File: config.mk
export PLATFORM = sky130hd
export DESIGN_NAME = board_ctl_top
export DESIGN_NICKNAME = d
export VERILOG_FILES = /design/src/rtl/board_ctl_pkg.sv /design/src/rtl/board_ctl_reg.sv /design/src/rtl/board_attn_edge.sv /design/src/rtl/board_par_capture.sv /design/src/rtl/board_ctl_top.sv
export SDC_FILE = /design/constraint.sdc
export NUM_CORES = 1
export LEC_CHECK = 0
export ABC_AREA = 1
export BUFFER_PORTS_ARGS = -buffer_cell sky130_fd_sc_hd__buf_4
export CORE_MARGIN = 1.5
export CORE_UTILIZATION = 40
export DETAILED_ROUTE_END_ITERATION = 7
export PLACE_DENSITY = 0.71
export SETUP_SLACK_MARGIN = 0.15
export SYNTH_ARGS = -nofsm -noshare
export SYNTH_HDL_FRONTEND = slang
export SYNTH_SLANG_ARGS = --single-unit
File: constraint.sdc
create_clock -name clk_i -period 1.3 [get_ports clk_i]
set_clock_uncertainty 0.2 [all_clocks]
set_input_delay 0.13 -clock clk_i [delete_from_list [all_inputs] [get_ports clk_i]]
set_output_delay 0.13 -clock clk_i [all_outputs]
set_load 0.1 [all_outputs]
File: src/rtl/board_ctl_pkg.sv
package board_ctl_pkg;
  localparam int unsigned DW      = 16;
  localparam int unsigned PAR_AW  = 20;
  // status bit positions
  localparam int unsigned ST_RST  = 15;
  localparam int unsigned ST_AIR  = 14;
  localparam int unsigned ST_ATN  = 13;
  localparam int unsigned ST_IE   = 12;
  localparam int unsigned ST_PIE  = 11;
  localparam int unsigned ST_PERR = 9;
  localparam int unsigned ST_IRQ  = 8;
  localparam int unsigned ST_XBUS = 5;
  localparam int unsigned ST_RAMT = 4;
  localparam logic [DW-1:0] ST_WR_MASK = 16'hF820;
  // parity control bit positions
  localparam int unsigned PC_ACK  = 8;
  localparam int unsigned PC_SRC  = 7;
  localparam int unsigned PC_LANE = 6;
endpackage

File: src/rtl/board_ctl_reg.sv
module board_ctl_reg
  import board_ctl_pkg::*;
#(
  parameter logic [DW-1:0] MASK = ST_WR_MASK
) (
  input  logic          clk_i,
  input  logic          rst_ni,
  input  logic          wr_i,
  input  logic [DW-1:0] wdata_i,
  output logic [DW-1:0] q_o
);
  always_ff @(posedge clk_i or negedge rst_ni) begin
    if (!rst_ni)   q_o <= '0;
    else if (wr_i) q_o <= wdata_i & MASK;
  end
endmodule

File: src/rtl/board_attn_edge.sv
module board_attn_edge (
  input  logic clk_i,
  input  logic rst_ni,
  input  logic level_i,
  output logic pulse_o
);
  logic level_d;
  always_ff @(posedge clk_i or negedge rst_ni) begin
    if (!rst_ni) level_d <= 1'b0;
    else         level_d <= level_i;
  end
  assign pulse_o = level_i & ~level_d;
endmodule

File: src/rtl/board_par_capture.sv
module board_par_capture
  import board_ctl_pkg::*;
#(
  parameter int unsigned AW = PAR_AW
) (
  input  logic          clk_i,
  input  logic          rst_ni,
  input  logic          err_i,
  input  logic [AW-1:0] addr_i,
  input  logic          src_i,
  input  logic          lane_i,
  input  logic          ack_i,
  output logic          flag_o,
  output logic [AW-1:0] addr_o,
  output logic          src_o,
  output logic          lane_o
);
  // capture when the record is free, or is being freed this cycle
  logic take;
  assign take = err_i & (ack_i | ~flag_o);

  always_ff @(posedge clk_i or negedge rst_ni) begin
    if (!rst_ni) begin
      flag_o <= 1'b0;
      addr_o <= '0;
      src_o  <= 1'b0;
      lane_o <= 1'b0;
    end else begin
      if (ack_i)    flag_o <= err_i;
      else if (err_i) flag_o <= 1'b1;
      if (take) begin
        addr_o <= addr_i;
        src_o  <= src_i;
        lane_o <= lane_i;
      end
    end
  end
endmodule

File: src/rtl/board_ctl_top.sv
module board_ctl_top
  import board_ctl_pkg::*;
#(
  parameter int unsigned MAP_WORDS  = 1024,
  parameter int unsigned PROM_WORDS = 32,
  localparam int unsigned ADDR_W = $clog2(MAP_WORDS + PROM_WORDS + 4)
) (
  input  logic              clk_i,
  input  logic              rst_ni,
  input  logic              we_i,
  input  logic [ADDR_W-1:0] addr_i,
  input  logic [DW-1:0]     wdata_i,
  output logic [DW-1:0]     rdata_o,
  input  logic              chip_irq_i,
  input  logic              ram_256k_i,
  input  logic [3:0]        ram_base_i,
  input  logic              par_err_i,
  input  logic [PAR_AW-1:0] par_addr_i,
  input  logic              par_src_i,
  input  logic              par_lane_i,
  output logic              chip_reset_o,
  output logic              on_air_o,
  output logic              attn_o,
  output logic              xbus_en_o,
  output logic              irq_o
);
  localparam logic [ADDR_W-1:0] STAT_OFS = ADDR_W'(MAP_WORDS + PROM_WORDS);
  localparam logic [ADDR_W-1:0] PCTL_OFS = STAT_OFS + ADDR_W'(2);
  localparam logic [ADDR_W-1:0] PADR_OFS = STAT_OFS + ADDR_W'(3);

  logic [DW-1:0]     ctl_q;
  logic              stat_wr, ack_w;
  logic              perr_q, psrc_q, plane_q;
  logic [PAR_AW-1:0] paddr_q;

  assign stat_wr = we_i && (addr_i == STAT_OFS);
  assign ack_w   = we_i && (addr_i == PCTL_OFS) && wdata_i[PC_ACK];

  board_ctl_reg #(.MASK(ST_WR_MASK)) u_ctl (
    .clk_i, .rst_ni, .wr_i(stat_wr), .wdata_i, .q_o(ctl_q)
  );

  board_attn_edge u_attn (
    .clk_i, .rst_ni, .level_i(ctl_q[ST_ATN]), .pulse_o(attn_o)
  );

  board_par_capture #(.AW(PAR_AW)) u_par (
    .clk_i, .rst_ni, .err_i(par_err_i), .addr_i(par_addr_i),
    .src_i(par_src_i), .lane_i(par_lane_i), .ack_i(ack_w),
    .flag_o(perr_q), .addr_o(paddr_q), .src_o(psrc_q), .lane_o(plane_q)
  );

  assign chip_reset_o = ctl_q[ST_RST];
  assign on_air_o     = ctl_q[ST_AIR];
  assign xbus_en_o    = ctl_q[ST_XBUS];
  assign irq_o = (chip_irq_i & ctl_q[ST_IE]) | (perr_q & ctl_q[ST_PIE]);

  always_comb begin
    rdata_o = '0;
    if (addr_i == STAT_OFS) begin
      rdata_o          = ctl_q;
      rdata_o[ST_PERR] = perr_q;
      rdata_o[ST_IRQ]  = chip_irq_i;
      rdata_o[ST_RAMT] = ram_256k_i;
      rdata_o[3:0]     = ram_base_i;
    end else if (addr_i == PCTL_OFS) begin
      rdata_o[PC_SRC]  = psrc_q;
      rdata_o[PC_LANE] = plane_q;
      rdata_o[3:0]     = paddr_q[PAR_AW-1:16];
    end else if (addr_i == PADR_OFS) begin
      rdata_o = paddr_q[15:0];
    end
  end
endmodule

==> results of run 1 <==
## what timing repair did
item,CTS
buffers inserted,7
pin swaps,27
gates cloned,3
hold endpoints to repair,58
hold buffers,29
resized for setup,122
setup endpoints to repair,50
## per-stage QoR
step / instance area, µm² / hold slack, ps
2_1_floorplan: 1827 / -365.6
3_3_place_gp: 2501 / -123.9
3_5_place_dp: 2501 / -124.0
4_1_cts: 3472 / 37.46
## kinds of logic after synthesis
kind of cell,after synthesis
DFF,30
AOI/OAI and AO/OA,6
and+or+nand+nor,154
buffers and inverters,29
==> impl_metrics.csv, run 1 <==
group,metric,value,unit
status,status,"did not finish",
status,haltStage,"global routing (5_1_grt)",
status,error_line,"[ERROR DPL-0033] detailed placement checks failed during check placement.",
clocking,clk_path_buf_depth,2,
synth,synth_top_family_by_area,"simple AND/OR/NAND/NOR gates",
synth,seq_area_frac_synth,46.30,%
clocking,cts_root_buf,"clkbuf_8",
synth,ys_types,19,
global_routing,antenna_found_initial,0,
placement,place_congestion,0.8108,
synth,async_reset_ff_share,100.0,%
synth,avgSynthCellArea,7.404,µm²
die,rows,22,
die,chipHeight,66.67,µm
synth,synth-compound-area-share,1.929,%
synth,syn_area,1622,µm²
synth,synth_xor_area_share,0,%
die,die_width,66.67,µm
synth,synth_simple_gate_area_share,42.75,%
die,initial_core_util,43.00,%
synth,synth_most_common_cell,"nand2_1",
clocking,cts.sinks,30,
sta,endpoint_type,"primary output",
synth,syn_nets,278,
clocking,htreeDepth,2,
placement,port_buffers,70,
synth,synth-edff-count,0,
die,pin_count,80,
synth,synth_cells,219,
synth,yosys.area_share.adder,0,%
placement,dp_slack,-435.6,ps
clocking,cts_inserted_buffers,5,
sta,postGrtWorstEndpoint,"rdata_o[1]",
placement,dp_cells,345,
global_routing,grt_max_degree,31,
synth,synth_top_cell_by_area,"dfrtp_1",
synth,synth_mux_area_share,0,%
synth,yosysTopAreaCellShare,46.30,%
placement,hpwl,3369,µm
synth,ys_top_cells_by_area,"dfrtp_1, nand2_1, nand3_1",
synth,yosysWarnings,0,
synth,synth_seq_cells,30,
synth,ys.flop_type,"dfrtp_1",
synth,synthTopCellsByCount,"nand2_1, nand3_1, dfrtp_1, inv_1, nor2_1",
==> inputs of run 2 (changes only) <==
- CORE_UTILIZATION: 40 -> 25
- PLACE_DENSITY: 0.71 -> unset
- PLACE_DENSITY_LB_ADDON: unset -> 0.15
- SETUP_SLACK_MARGIN: 0.15 -> unset
==> impl_metrics.csv, run 2 <==
group,metric,value,unit
status,status,"finished, violations left",
status,violations,"setup timing",
clocking,clk_path_buf_depth,2,
critical_path,ff2ff_path_depth,5,
pwr,seqPwrFrac,44.7,%
cells_and_area,areaGrowthSynthToFinish,129.9,%
routing,vias,1933,
critical_path,required,970,ps
pwr,power_density,658.6,nW/µm²
synth,synth_most_common_cell,"nand2_1",
cells_and_area,fin_util,59.04,%
sta,finalHoldViolCount,0,
critical_path,cp.arrival,1340,ps
cells_and_area,largest_reg_flops,20,
clocking,cts_inserted_buffers,5,
die,pin_count,80,
clocking,cts_root_buf,"clkbuf_8",
routing,drt_pass1_iterations,4,
global_routing,grt-ovfl-total,0,
sta,slew_viol_final,0,
critical_path,critPathLaunchType,"input port",
placement,place_area,2535,µm²
global_routing,grt_pass1_vias,2012,
die,dieArea,6978,µm²
pwr,peakVddDrop,473.7,µV
cells_and_area,seqCellArea,755.7,µm²
placement,port_buffers,70,
sta,period_share,128.3,%
routing,routed_wl,5823,µm
pwr,switching_share,25.55,%
placement,hpwl,3642,µm
global_routing,grt_max_degree,31,
routing,drtAntennaViolNets,0,
cells_and_area,diodes,0,
sta,hold_ws,33.47,ps
cells_and_area,layout_common_cells,"buf_4, nand3_1, nand2_1, dlygate4sd3_1",
placement,dp_cells,375,
die,initial_core_util,25.68,%
sta,worst_pin_slew,390.1,ps
routing,routed_via_density,4.570,
sta,setup_slack,-367.6,ps
synth,avgSynthCellArea,7.404,µm²
sta,finalSetupViolations,41,
clocking,path_clk_slew,60,ps
critical_path,path_max_fanout,5,
synth,ys_top_cells_by_area,"dfrtp_1, nand2_1, nand3_1",
synth,synthTopCellsByCount,"nand2_1, nand3_1, dfrtp_1, inv_1, nor2_1",
synth,seq_area_frac_synth,46.30,%
synth,syn_nets,278,
flow_run,max_cap_viol_count,0,
cells_and_area,final_common_cell,"buf_4",
synth,synth-edff-count,0,
cells_and_area,nNetsFinal,404,
hold_path,hp-class,"input port to flop",
hold_path,min_path_cells,3,
die,die_width,83.54,µm
clocking,cts_tree,"built",
synth,synth_cells,219,
sta,slew_headroom,73.99,%
critical_path,endpoint_kind,"primary output",
die,rows,29,
clocking,htreeDepth,2,
routing,wl_per_cell,13.77,µm
global_routing,antenna_found_initial,0,
placement,place_congestion,0.7076,
pwr,clkPwrFrac,36.2,%
synth,syn_area,1622,µm²
pwr,p_int,1828,µW
cells_and_area,top_register,"u_par.addr_o",
synth,ys_types,19,
clocking,cts.sinks,30,
sta,finalSetupTns,-5435,ps
synth,ys.flop_type,"dfrtp_1",
pwr,p_leak,0.001737,µW
cells_and_area,drive_above_1_share,59.83,%
pwr,switchingPower,627.3,µW
routing,drt_iter0_drc,51,
cells_and_area,reg_top3,"u_par.addr_o: 20 flops, u_ctl.q_o: 6 flops",
clocking,clkLatencyLatePin,280,ps
pwr,pwr-share-comb,19.1,%
critical_path,criticalPathCategory,"input port to primary output",
synth,yosysWarnings,0,
cells_and_area,fillers,555,
synth,async_reset_ff_share,100.0,%
global_routing,track_usage,16.92,%
synth,synth_top_cell_by_area,"dfrtp_1",
synth,synth_seq_cells,30,
cells_and_area,stdcell_count,423,
synth,yosysTopAreaCellShare,46.30,%
die,chipHeight,83.54,µm
global_routing,grt_pass1_wl,9377,µm
cells_and_area,multiInputGateArea,1205,µm²
sta,rsz0062_at_grt,"yes",
sta,period_needed,1668,ps
sta,max_freq,599.7,MHz
die,core_area,6314,µm²
cells_and_area,design_area,3727,µm²
routing,drc_errors,0,
## run 2: cell counts after synthesis
Identical to the previous run, type by type.
## run 2: layer usage
layer / vias up / track usage (%) / wire (µm)
met5: - / 0 / 0
met4: 0 / 4.024 / 54
met3: 7 / 4.847 / 324
met1: 923 / 20.78 / 2427
met2: 49 / 29.42 / 3016
li1: 954 / - / -
## run 2: path summary, 6_finish.rpt
path,from,end,slack [ps]
worst max-delay path,addr_i[7],rdata_o[2],-370
max in group asynchronous,rst_ni,u_par.flag_o,490
worst min register to register,u_par.addr_o[19],u_par.addr_o[19],290
min in group asynchronous,rst_ni,u_ctl.q_o[5],100
worst min-delay path,par_err_i,u_par.flag_o,30
worst max register to register,u_par.flag_o,u_par.addr_o[15],90
## run 2: logic make-up after synthesis
logic type / Yosys count / synth area share (%)
buffers and inverters: 29 / 9.027
AND/OR/NAND/NOR: 154 / 42.75
AO/OA/AOI/OAI: 6 / 1.929
flip-flops: 30 / 46.30
## run 2: area by class of cell
cell class	count	area share, %
inverters	17	2.585
clock buffers	8	2.954
multi-input cells	161	32.33
repair buffers	130	39.27
well taps	77	2.585
flip-flops and latches	30	20.28
## run 2: through the flow
stage / worst slack (ps) / power, µW
after floorplan: -393.5 / 1183
after global placement: -462.4 / 1376
after detailed placement: -449.6 / 1380
after CTS: -340.6 / 2396
after global routing: -410.6 / 2568
final: -367.6 / 2455
## run 2: worst max-delay path: stages
cell	delay, ps
buf_6	100
nor2_4	90
nand2_2	60
nor2_4	220
nand2_4	130
or2_4	280
nand2_4	70
clkinvlp_4	90
buf_12	170
## run 2: power groups by stage
| stage | clock [µW] | sequential [µW] | combinational (µW) |
|---|---|---|---|
| 2_1_floorplan | 0 | 1070 | 112 |
| 3_3_place_gp | 0 | 1080 | 297 |
| 3_5_place_dp | 0 | 1080 | 300 |
| 4_1_cts | 905 | 1070 | 421 |
| 5_1_grt | 947 | 1110 | 515 |
| 6_report | 890 | 1100 | 468 |
## run 2: repair_timing
action,in CTS,in global routing
gates resized for setup,114,63
setup endpoints to repair,24,48
hold buffers,29,0
cloned,2,3
endpoints found under the hold margin,58,0
buffers inserted,6,3
pin swaps,14,15
(Power assumes the default switching activity.)
